### config.mk
export PLATFORM = sky130hd
export DESIGN_NAME = gpio_irq_agg
export DESIGN_NICKNAME = d
export VERILOG_FILES = /design/src/rtl/gpio_irq_pkg.sv /design/src/rtl/gpio_irq_detect.sv /design/src/rtl/gpio_irq_word.sv /design/src/rtl/gpio_irq_reduce.sv /design/src/rtl/gpio_irq_agg.sv
export SDC_FILE = /design/constraint.sdc
export NUM_CORES = 1
export LEC_CHECK = 0
export BUFFER_PORTS_ARGS = -buffer_cell sky130_fd_sc_hd__buf_2
export CAP_MARGIN = 20
export CORE_MARGIN = 4
export CORE_UTILIZATION = 45
export CTS_CLUSTER_SIZE = 28
export DETAILED_ROUTE_END_ITERATION = 10
export GPL_ROUTABILITY_DRIVEN = 0
export PLACE_DENSITY = 0.71
export SYNTH_ARGS = -nofsm -noshare
export SYNTH_HDL_FRONTEND = slang
export SYNTH_HIERARCHICAL = 1
export SYNTH_SLANG_ARGS = --single-unit
### constraint.sdc
create_clock -name clk_i -period 2.4 [get_ports clk_i]
set_input_delay 0.36 -clock clk_i [delete_from_list [all_inputs] [get_ports clk_i]]
set_output_delay 0.36 -clock clk_i [all_outputs]
set_load 0.03 [all_outputs]
### src/rtl/gpio_irq_pkg.sv
package gpio_irq_pkg;

  // {trigger_select, invert}
  typedef enum logic [1:0] {
    MODE_RISE   = 2'b00,
    MODE_FALL   = 2'b01,
    MODE_LVL_LO = 2'b10,
    MODE_LVL_HI = 2'b11
  } trig_mode_e;

  function automatic logic pin_event(trig_mode_e mode, logic lvl, logic prev);
    logic ev;
    case (mode)
      MODE_RISE:   ev = lvl & ~prev;
      MODE_FALL:   ev = ~lvl & prev;
      MODE_LVL_LO: ev = ~lvl;
      MODE_LVL_HI: ev = lvl;
      default:     ev = 1'b0;
    endcase
    return ev;
  endfunction

endpackage

### src/rtl/gpio_irq_detect.sv
module gpio_irq_detect
  import gpio_irq_pkg::*;
#(
  parameter int NUM_PINS = 95
) (
  input  logic                clk_i,
  input  logic                rst_ni,
  input  logic [NUM_PINS-1:0] lvl_i,
  input  logic [NUM_PINS-1:0] trig_i,
  input  logic [NUM_PINS-1:0] inv_i,
  input  logic [NUM_PINS-1:0] sense_i,
  output logic [NUM_PINS-1:0] evt_o
);

  logic [NUM_PINS-1:0] prev_q;

  always_ff @(posedge clk_i or negedge rst_ni) begin
    if (!rst_ni) prev_q <= '0;
    else         prev_q <= lvl_i;
  end

  for (genvar p = 0; p < NUM_PINS; p++) begin : g_pin
    trig_mode_e mode;
    assign mode     = trig_mode_e'({trig_i[p], inv_i[p]});
    assign evt_o[p] = sense_i[p] & pin_event(mode, lvl_i[p], prev_q[p]);

    // a sensed rising change in edge mode must raise an event
    a_r1_rise_event: assert property (@(posedge clk_i) disable iff (!rst_ni)
      (sense_i[p] && !trig_i[p] && !inv_i[p] && lvl_i[p] && !$past(lvl_i[p]))
        |-> evt_o[p]);

    // active level in level mode raises an event every cycle
    a_r4_level_event: assert property (@(posedge clk_i) disable iff (!rst_ni)
      (sense_i[p] && trig_i[p] && (lvl_i[p] == inv_i[p])) |-> evt_o[p]);
  end

endmodule

### src/rtl/gpio_irq_word.sv
module gpio_irq_word #(
  parameter int                WORD_W     = 32,
  parameter logic [WORD_W-1:0] VALID_MASK = '1
) (
  input  logic              clk_i,
  input  logic              rst_ni,
  input  logic [WORD_W-1:0] evt_i,
  input  logic              clr_we_i,
  input  logic              en_we_i,
  input  logic [WORD_W-1:0] wdata_i,
  output logic [WORD_W-1:0] sts_o,
  output logic [WORD_W-1:0] en_o,
  output logic              pend_o
);

  logic [WORD_W-1:0] sts_q, en_q, clr_mask;

  assign clr_mask = clr_we_i ? wdata_i : '0;

  // event set dominates the write-one clear
  always_ff @(posedge clk_i or negedge rst_ni) begin
    if (!rst_ni) begin
      sts_q <= '0;
      en_q  <= '0;
    end else begin
      sts_q <= ((sts_q & ~clr_mask) | evt_i) & VALID_MASK;
      if (en_we_i) en_q <= wdata_i & VALID_MASK;
    end
  end

  assign sts_o  = sts_q;
  assign en_o   = en_q;
  assign pend_o = |(sts_q & en_q);

  a_r6_event_sets: assert property (@(posedge clk_i) disable iff (!rst_ni)
    ((evt_i & VALID_MASK) != '0)
      |=> ((sts_q & $past(evt_i & VALID_MASK)) == $past(evt_i & VALID_MASK)));

  a_r5_w1c_clears: assert property (@(posedge clk_i) disable iff (!rst_ni)
    clr_we_i |=> ((sts_q & $past(wdata_i & ~evt_i)) == '0));

  a_r5_unwritten_hold: assert property (@(posedge clk_i) disable iff (!rst_ni)
    ((sts_q & $past(sts_q & ~clr_mask)) == $past(sts_q & ~clr_mask)));

endmodule

### src/rtl/gpio_irq_reduce.sv
module gpio_irq_reduce #(
  parameter int N = 3
) (
  input  logic         clk_i,
  input  logic         rst_ni,
  input  logic [N-1:0] pend_i,
  output logic         irq_o
);

  logic irq_q;

  always_ff @(posedge clk_i or negedge rst_ni) begin
    if (!rst_ni) irq_q <= 1'b0;
    else         irq_q <= |pend_i;
  end

  assign irq_o = irq_q;

  a_r8_irq_registered: assert property (@(posedge clk_i) disable iff (!rst_ni)
    irq_o == $past(|pend_i));

endmodule

### src/rtl/gpio_irq_agg.sv
module gpio_irq_agg #(
  parameter int NUM_PINS  = 95,
  parameter int WORD_W    = 32,
  localparam int NUM_WORDS = (NUM_PINS + WORD_W - 1) / WORD_W,
  localparam int IDX_W     = (NUM_WORDS > 1) ? $clog2(NUM_WORDS) : 1,
  localparam int ADDR_W    = IDX_W + 1
) (
  input  logic                clk_i,
  input  logic                rst_ni,
  input  logic [NUM_PINS-1:0] pin_lvl_i,
  input  logic [NUM_PINS-1:0] trig_sel_i,
  input  logic [NUM_PINS-1:0] inv_i,
  input  logic [NUM_PINS-1:0] sense_en_i,
  input  logic                wr_en_i,
  input  logic [ADDR_W-1:0]   wr_addr_i,
  input  logic [WORD_W-1:0]   wr_data_i,
  input  logic [ADDR_W-1:0]   rd_addr_i,
  output logic [WORD_W-1:0]   rd_data_o,
  output logic                irq_o
);

  localparam int PAD_W = NUM_WORDS * WORD_W;

  logic [NUM_PINS-1:0]  evt;
  logic [PAD_W-1:0]     evt_pad;
  logic [WORD_W-1:0]    sts_w [NUM_WORDS];
  logic [WORD_W-1:0]    en_w  [NUM_WORDS];
  logic [NUM_WORDS-1:0] pend;

  logic             wr_bank_en, rd_bank_en;
  logic [IDX_W-1:0] wr_idx, rd_idx;

  assign wr_bank_en = wr_addr_i[ADDR_W-1];
  assign wr_idx     = wr_addr_i[IDX_W-1:0];
  assign rd_bank_en = rd_addr_i[ADDR_W-1];
  assign rd_idx     = rd_addr_i[IDX_W-1:0];

  gpio_irq_detect #(.NUM_PINS(NUM_PINS)) u_detect (
    .clk_i   (clk_i),
    .rst_ni  (rst_ni),
    .lvl_i   (pin_lvl_i),
    .trig_i  (trig_sel_i),
    .inv_i   (inv_i),
    .sense_i (sense_en_i),
    .evt_o   (evt)
  );

  assign evt_pad = PAD_W'(evt);

  for (genvar w = 0; w < NUM_WORDS; w++) begin : g_word
    localparam int VB = (NUM_PINS - w * WORD_W >= WORD_W) ? WORD_W
                                                          : NUM_PINS - w * WORD_W;
    localparam logic [WORD_W-1:0] VMASK = {WORD_W{1'b1}} >> (WORD_W - VB);

    logic hit;
    assign hit = wr_en_i && (wr_idx == IDX_W'(w));

    gpio_irq_word #(.WORD_W(WORD_W), .VALID_MASK(VMASK)) u_word (
      .clk_i    (clk_i),
      .rst_ni   (rst_ni),
      .evt_i    (evt_pad[w*WORD_W +: WORD_W]),
      .clr_we_i (hit && !wr_bank_en),
      .en_we_i  (hit && wr_bank_en),
      .wdata_i  (wr_data_i),
      .sts_o    (sts_w[w]),
      .en_o     (en_w[w]),
      .pend_o   (pend[w])
    );
  end

  always_comb begin
    rd_data_o = '0;
    for (int w = 0; w < NUM_WORDS; w++) begin
      if (rd_idx == IDX_W'(w)) rd_data_o = rd_bank_en ? en_w[w] : sts_w[w];
    end
  end

  gpio_irq_reduce #(.N(NUM_WORDS)) u_reduce (
    .clk_i  (clk_i),
    .rst_ni (rst_ni),
    .pend_i (pend),
    .irq_o  (irq_o)
  );

endmodule

* After elaboration in Yosys (flattened, before gate mapping)
Cells that the tools add are included.
** Storage, ports and cells
- Register bits :: 286
- Output and inout bits :: 33
- Logic and storage cells :: 996
** Cells by class
- Eq/ne operators :: 289
- Muxes and demuxes :: 104
- Bitwise operators :: 487
- Reductions and logical operators :: 108
** Operators by type and width (number)
- $eq A2 B2 Y1 const B :: 192
- $pmux W1 S4 :: 95
- $and A1 B1 Y1 :: 285
- $mux W32 :: 7
- $eq A2 B1 Y1 const B :: 97
- $logic_not A2 Y1 :: 97
- $not A1 Y1 :: 190
- $and A32 B32 Y32 :: 4
- $reduce_or A96 Y1 :: 1
- $not A32 Y32 :: 2
- $or A32 B32 Y32 :: 2
- $and A31 B31 Y31 :: 2
- $mux W31 :: 2
- $not A31 Y31 :: 1
- $or A31 B31 Y31 :: 1
- $logic_and A1 B1 Y1 :: 9
- $logic_not A1 Y1 :: 1

* Depth between registers and ports, before layout
- Depth in word-level cells :: 7
- Depth in mapped cells :: 5
- Mapped depth without buffers :: 5

* By module
Netlist, hierarchy kept.
** By module, submodules not included
- gpio_irq_detect :: times used 1, cells an instance 665, area each 5952.0 sq um, sequential area each 2377.3 sq um
- gpio_irq_word at g_word[0].u_word ... :: times used 2, cells an instance 188, area each 2514.9 sq um, sequential area each 1601.5 sq um
- gpio_irq_word at g_word[2].u_word :: times used 1, cells an instance 184, area each 2444.8 sq um, sequential area each 1551.5 sq um
- gpio_irq_agg :: times used 1, cells an instance 215, area each 1750.4 sq um, sequential area each 0.0 sq um
- gpio_irq_reduce :: times used 1, cells an instance 2, area each 31.3 sq um, sequential area each 25.0 sq um

* Least setup slack after synthesis
Ideal clock, no wire load.
- Path type :: input-to-output
- From :: in rd_addr_i[2]
- To :: out rd_data_o[11]
- Data arrival time :: 1.456 ns
- Required time :: 2.040 ns
- Path slack :: 0.584 ns
- Cell stages on the path :: 5
- Cells stage by stage :: buf_6 buf_8 buf_6 buf_2 a31oi_1
** Between the ends
- Longest elaborated chain between the ends :: 4
- Elaborated cells between the ends (all ways) :: 6
** RTL lines
- from (decl) :: line gpio_irq_agg.sv:17 : input logic [ADDR_W-1:0] rd_addr_i,
- $mux W32 (3 in a row) :: line gpio_irq_agg.sv:74 : if (rd_idx == IDX_W'(w)) rd_data_o = rd_bank_en ? en_w[w] : sts_w[w];
- $mux W32 (*) :: line gpio_irq_agg.sv:74
- to (decl) :: line gpio_irq_agg.sv:18 : output logic [WORD_W-1:0] rd_data_o,
Mark *: on every way between the ends. The rest lies on a longest branch, timed or not.

* Worst setup path in the final report
- From :: in rd_addr_i[1]
- To :: out rd_data_o[13]
** Between the ends
- Longest elaborated chain between the ends :: 4
- Elaborated cells between the ends (all ways) :: 6
** RTL lines (line)
- $logic_not A2 Y1 :: gpio_irq_agg.sv:74
- $mux W32 (2 in a row) :: gpio_irq_agg.sv:74
- $mux W32 (*) :: gpio_irq_agg.sv:74
Marks and branches as above.

==> results by group <==
GRT
  – Vias in the first global route: approximately 14000
  – Gr ovfl total: 0
  – Initial antenna violation count: 4
  – GRT Total Usage: 0.260
  – Largest net degree at the start of global routing: 72
  – First-pass GRT wire length: around 76 mm

Setup path
  – CP max-delay cell: mux2_2
  – R2r worst-path depth: 4
  – Worst Path Required: just over 2000 ps
  – WP data arrival: ~1800 ps
  – Critical R2R Launch: g_word[0].u_word/sts_o[12]
  – Worst path max stage delay: ~370 ps
  – Crit path top cell by count: buf_2
  – WP depth: 6
  – R2R Path End: u_reduce/irq_o
  – R2R setup slack: roughly 360 ps
  – Bufs and invs on worst path: 3
  – Worst-path cell chain: buf_2, buf_12, mux2_2, a221oi_1, a31oi_1, buf_2
  – Setup CP Type: input pin to primary output
  – Top delay family on crit path: buffers and inverters
  – Element type at the critical path end: primary output
  – Crit path max fanout: 33
  – CP startpoint kind: input pin

STA
  – Achievable Freq: 473 MHz
  – Slew @ Worst Pin: 605 ps
  – Relative slew margins: 0.596
  – Worst Skew: around 11 ps
  – Setup ws final: roughly 290 ps
  – Setup TNS: 0 ps
  – Final Hold Fails: 0
  – Fin. max-slew vios: 0
  – Clock period minus worst slack: approximately 2100 ps
  – RSZ-0062 raised after global routing: no
  – Final cycle utilization of the critical path: 0.881
  – Final setup viols: 0

Layout
  – Synth-to-Final Area Change: 32.8%
  – FILL cells: between 2000 and 3000
  – Fin util: 0.604
  – Number of nets in the layout: ~2400
  – Reg area: roughly 7000 sq um
  – Multi-input gate area: about 7800 sq um
  – Share of layout cells above drive strength 1: 0.377
  – Final Cell Area: about 20000 sq um

Place
  – IO Port Bufs: ~450
  – Placement Cell Area: approximately 18000 sq um
  – Dpl ws: ~300 ps
  – Post-DP HPWL: between 30 and 40 mm

Route
  – Vias per std cell: between 5 and 6
  – DR vias: around 14000
  – Number of remaining DRC errors: 0
  – Detail Route met3 WL: 3.48 mm
  – DRT iter0 DRCs: 687
  – WL per Instance: around 20 microns
  – Top Metal Used: met5
  – WL final: roughly 50 mm
  – Post-DRT Antenna Nets: 0
  – DRT met1 WL: between 20 and 25 mm
  – Met2 Wirelength: ~24 mm
  – Drt pass-1 iters: 5

Pwr
  – Leak pwr: 9.30 nW
  – Sw frac: 0.283
  – Clock power frac: 0.365
  – VDD IR max: approximately 450 uV
  – Final Power: roughly 14 mW
  – Sw power: a little under 4 mW
  – Seq pwr share: 0.431
  – Cell Pwr Density: ~680 nW/um^2
  – Internal power: between 9 and 10 mW
  – Combinational Power Share: 0.205

Synth
  – Synthesized area per cell: around 11 sq um
  – Cell Area, Synth: around 15000 sq um
  – Syn. warnings: 6
  – Post-Syn Instances: about 1400

Clocking
  – Root buf cell: clkbuf_16
  – CTS Buf Count: 34
  – Worst skew pair latency: between 400 and 500 ps
  – Max Buffers Root-to-Sink: 3
  – Htree depth: 2
  – Clock Sinks: between 200 and 300
  – TritonCTS clock tree: built
  – Post-CTS Setup Repair Bufs: 0
  – CTS resizes: 0
  – CTS clock-pin slew for the worst setup and hold paths: ~50 ps

Die
  – Die area: between 30000 and 40000 sq um
  – Row Count: 67
  – Number of top-level pins: about 450
  – DIE WIDTH: approximately 190 microns
  – Starting Density: 0.455
  – Vert. Die Dim: ~190 microns
  – Core region area: between 30000 and 40000 sq um

Run status
  – Status: complete, no violations

Worst hold path
  – Hold path depth: 1
  – Min-delay src: pin_lvl_i[26]
  – Hold Crit Class: input pin to flop
  – Min-Delay Endpoint: u_detect/prev_q[26]

Job
  – # Max-Cap Violations: 0
what timing repair did:
action | in CTS | in global routing
endpoints found under the hold margin | 154 | 0
setup endpoints to repair | 0 | 0
hold buffers | 93 | 0
worst max-delay path by stage:
stage | from | end | slack (ps)
2_1_floorplan | rd_addr_i[2] | rd_data_o[11] | 580
3_3_place_gp | rd_addr_i[1] | rd_data_o[11] | 350
3_5_place_dp | rd_addr_i[1] | rd_data_o[22] | 300
4_1_cts | g_word[2].u_word/sts_o[11] | rd_data_o[11] | 250
5_1_grt | g_word[2].u_word/sts_o[11] | rd_data_o[11] | 170
6_report | rd_addr_i[1] | rd_data_o[13] | 290
routing by layer:
layer  up-vias  global-route usage
li1       6524                   -
met1      6859               0.323
met2       471               0.454
met3       106              0.0571
met4         6              0.0818
met5         -                   0
registers in the layout (all words and copies together) (netlist names):
register	count
u_reduce/irq_o	1
g_word.u_word/sts_o	95
g_word.u_word/en_o	95
u_detect/prev_q	95
worst register-to-register path, delay by kind of cell (launching register included):
family | cells | cell delay, ps
flip-flops | 1 | 410
AO/OA/AOI/OAI | 1 | 450
AND/OR/NAND/NOR | 3 | 1050
through the flow:
step,cells,hold WS (ps)
2_1_floorplan,1442,64.4
3_3_place_gp,2328,377
3_5_place_dp,2328,378
4_1_cts,2480,0.280
5_1_grt,2482,8.67
6_report,2482,24.7
placed cells by master (no fill, tap or decap), types with 20 or more instances in the layout:
| cell | instances |
|---|---|
| a21o_1 | 95 |
| a22oi_1 | 40 |
| buf_2 | 451 |
| buf_4 | 20 |
| clkbuf_16 | 35 |
| dfrtp_1 | 286 |
| dlygate4sd3_1 | 93 |
| mux2_2 | 119 |
| mux2i_1 | 144 |
| nand2_1 | 405 |
| nor3_1 | 94 |
| o221a_2 | 93 |
power groups by stage:
| stage | clock (mW) | sequential (mW) | combinational [mW] |
|---|---|---|---|
| CTS | 5.11 | 5.88 | 2.80 |
| global route | 5.31 | 5.95 | 3.05 |
| floorplan | 0 | 5.78 | 1.55 |
| global placement | 0 | 5.93 | 2.58 |
| detailed placement | 0 | 5.96 | 2.66 |
| finish | 4.98 | 5.88 | 2.79 |
cell type report:
| type | count | share of cell area |
|---|---|---|
| multi-input combinational | 1108 | 0.385 |
| sequential | 286 | 0.354 |
| timing repair buffer | 578 | 0.179 |
| clock buffer | 50 | 0.0496 |
| tap | 448 | 0.0278 |
| clock inverter | 9 | 0.00366 |
| antenna | 2 | 0.000248 |
| inverter | 1 | 0.000186 |
(Power assumes the default switching activity.)
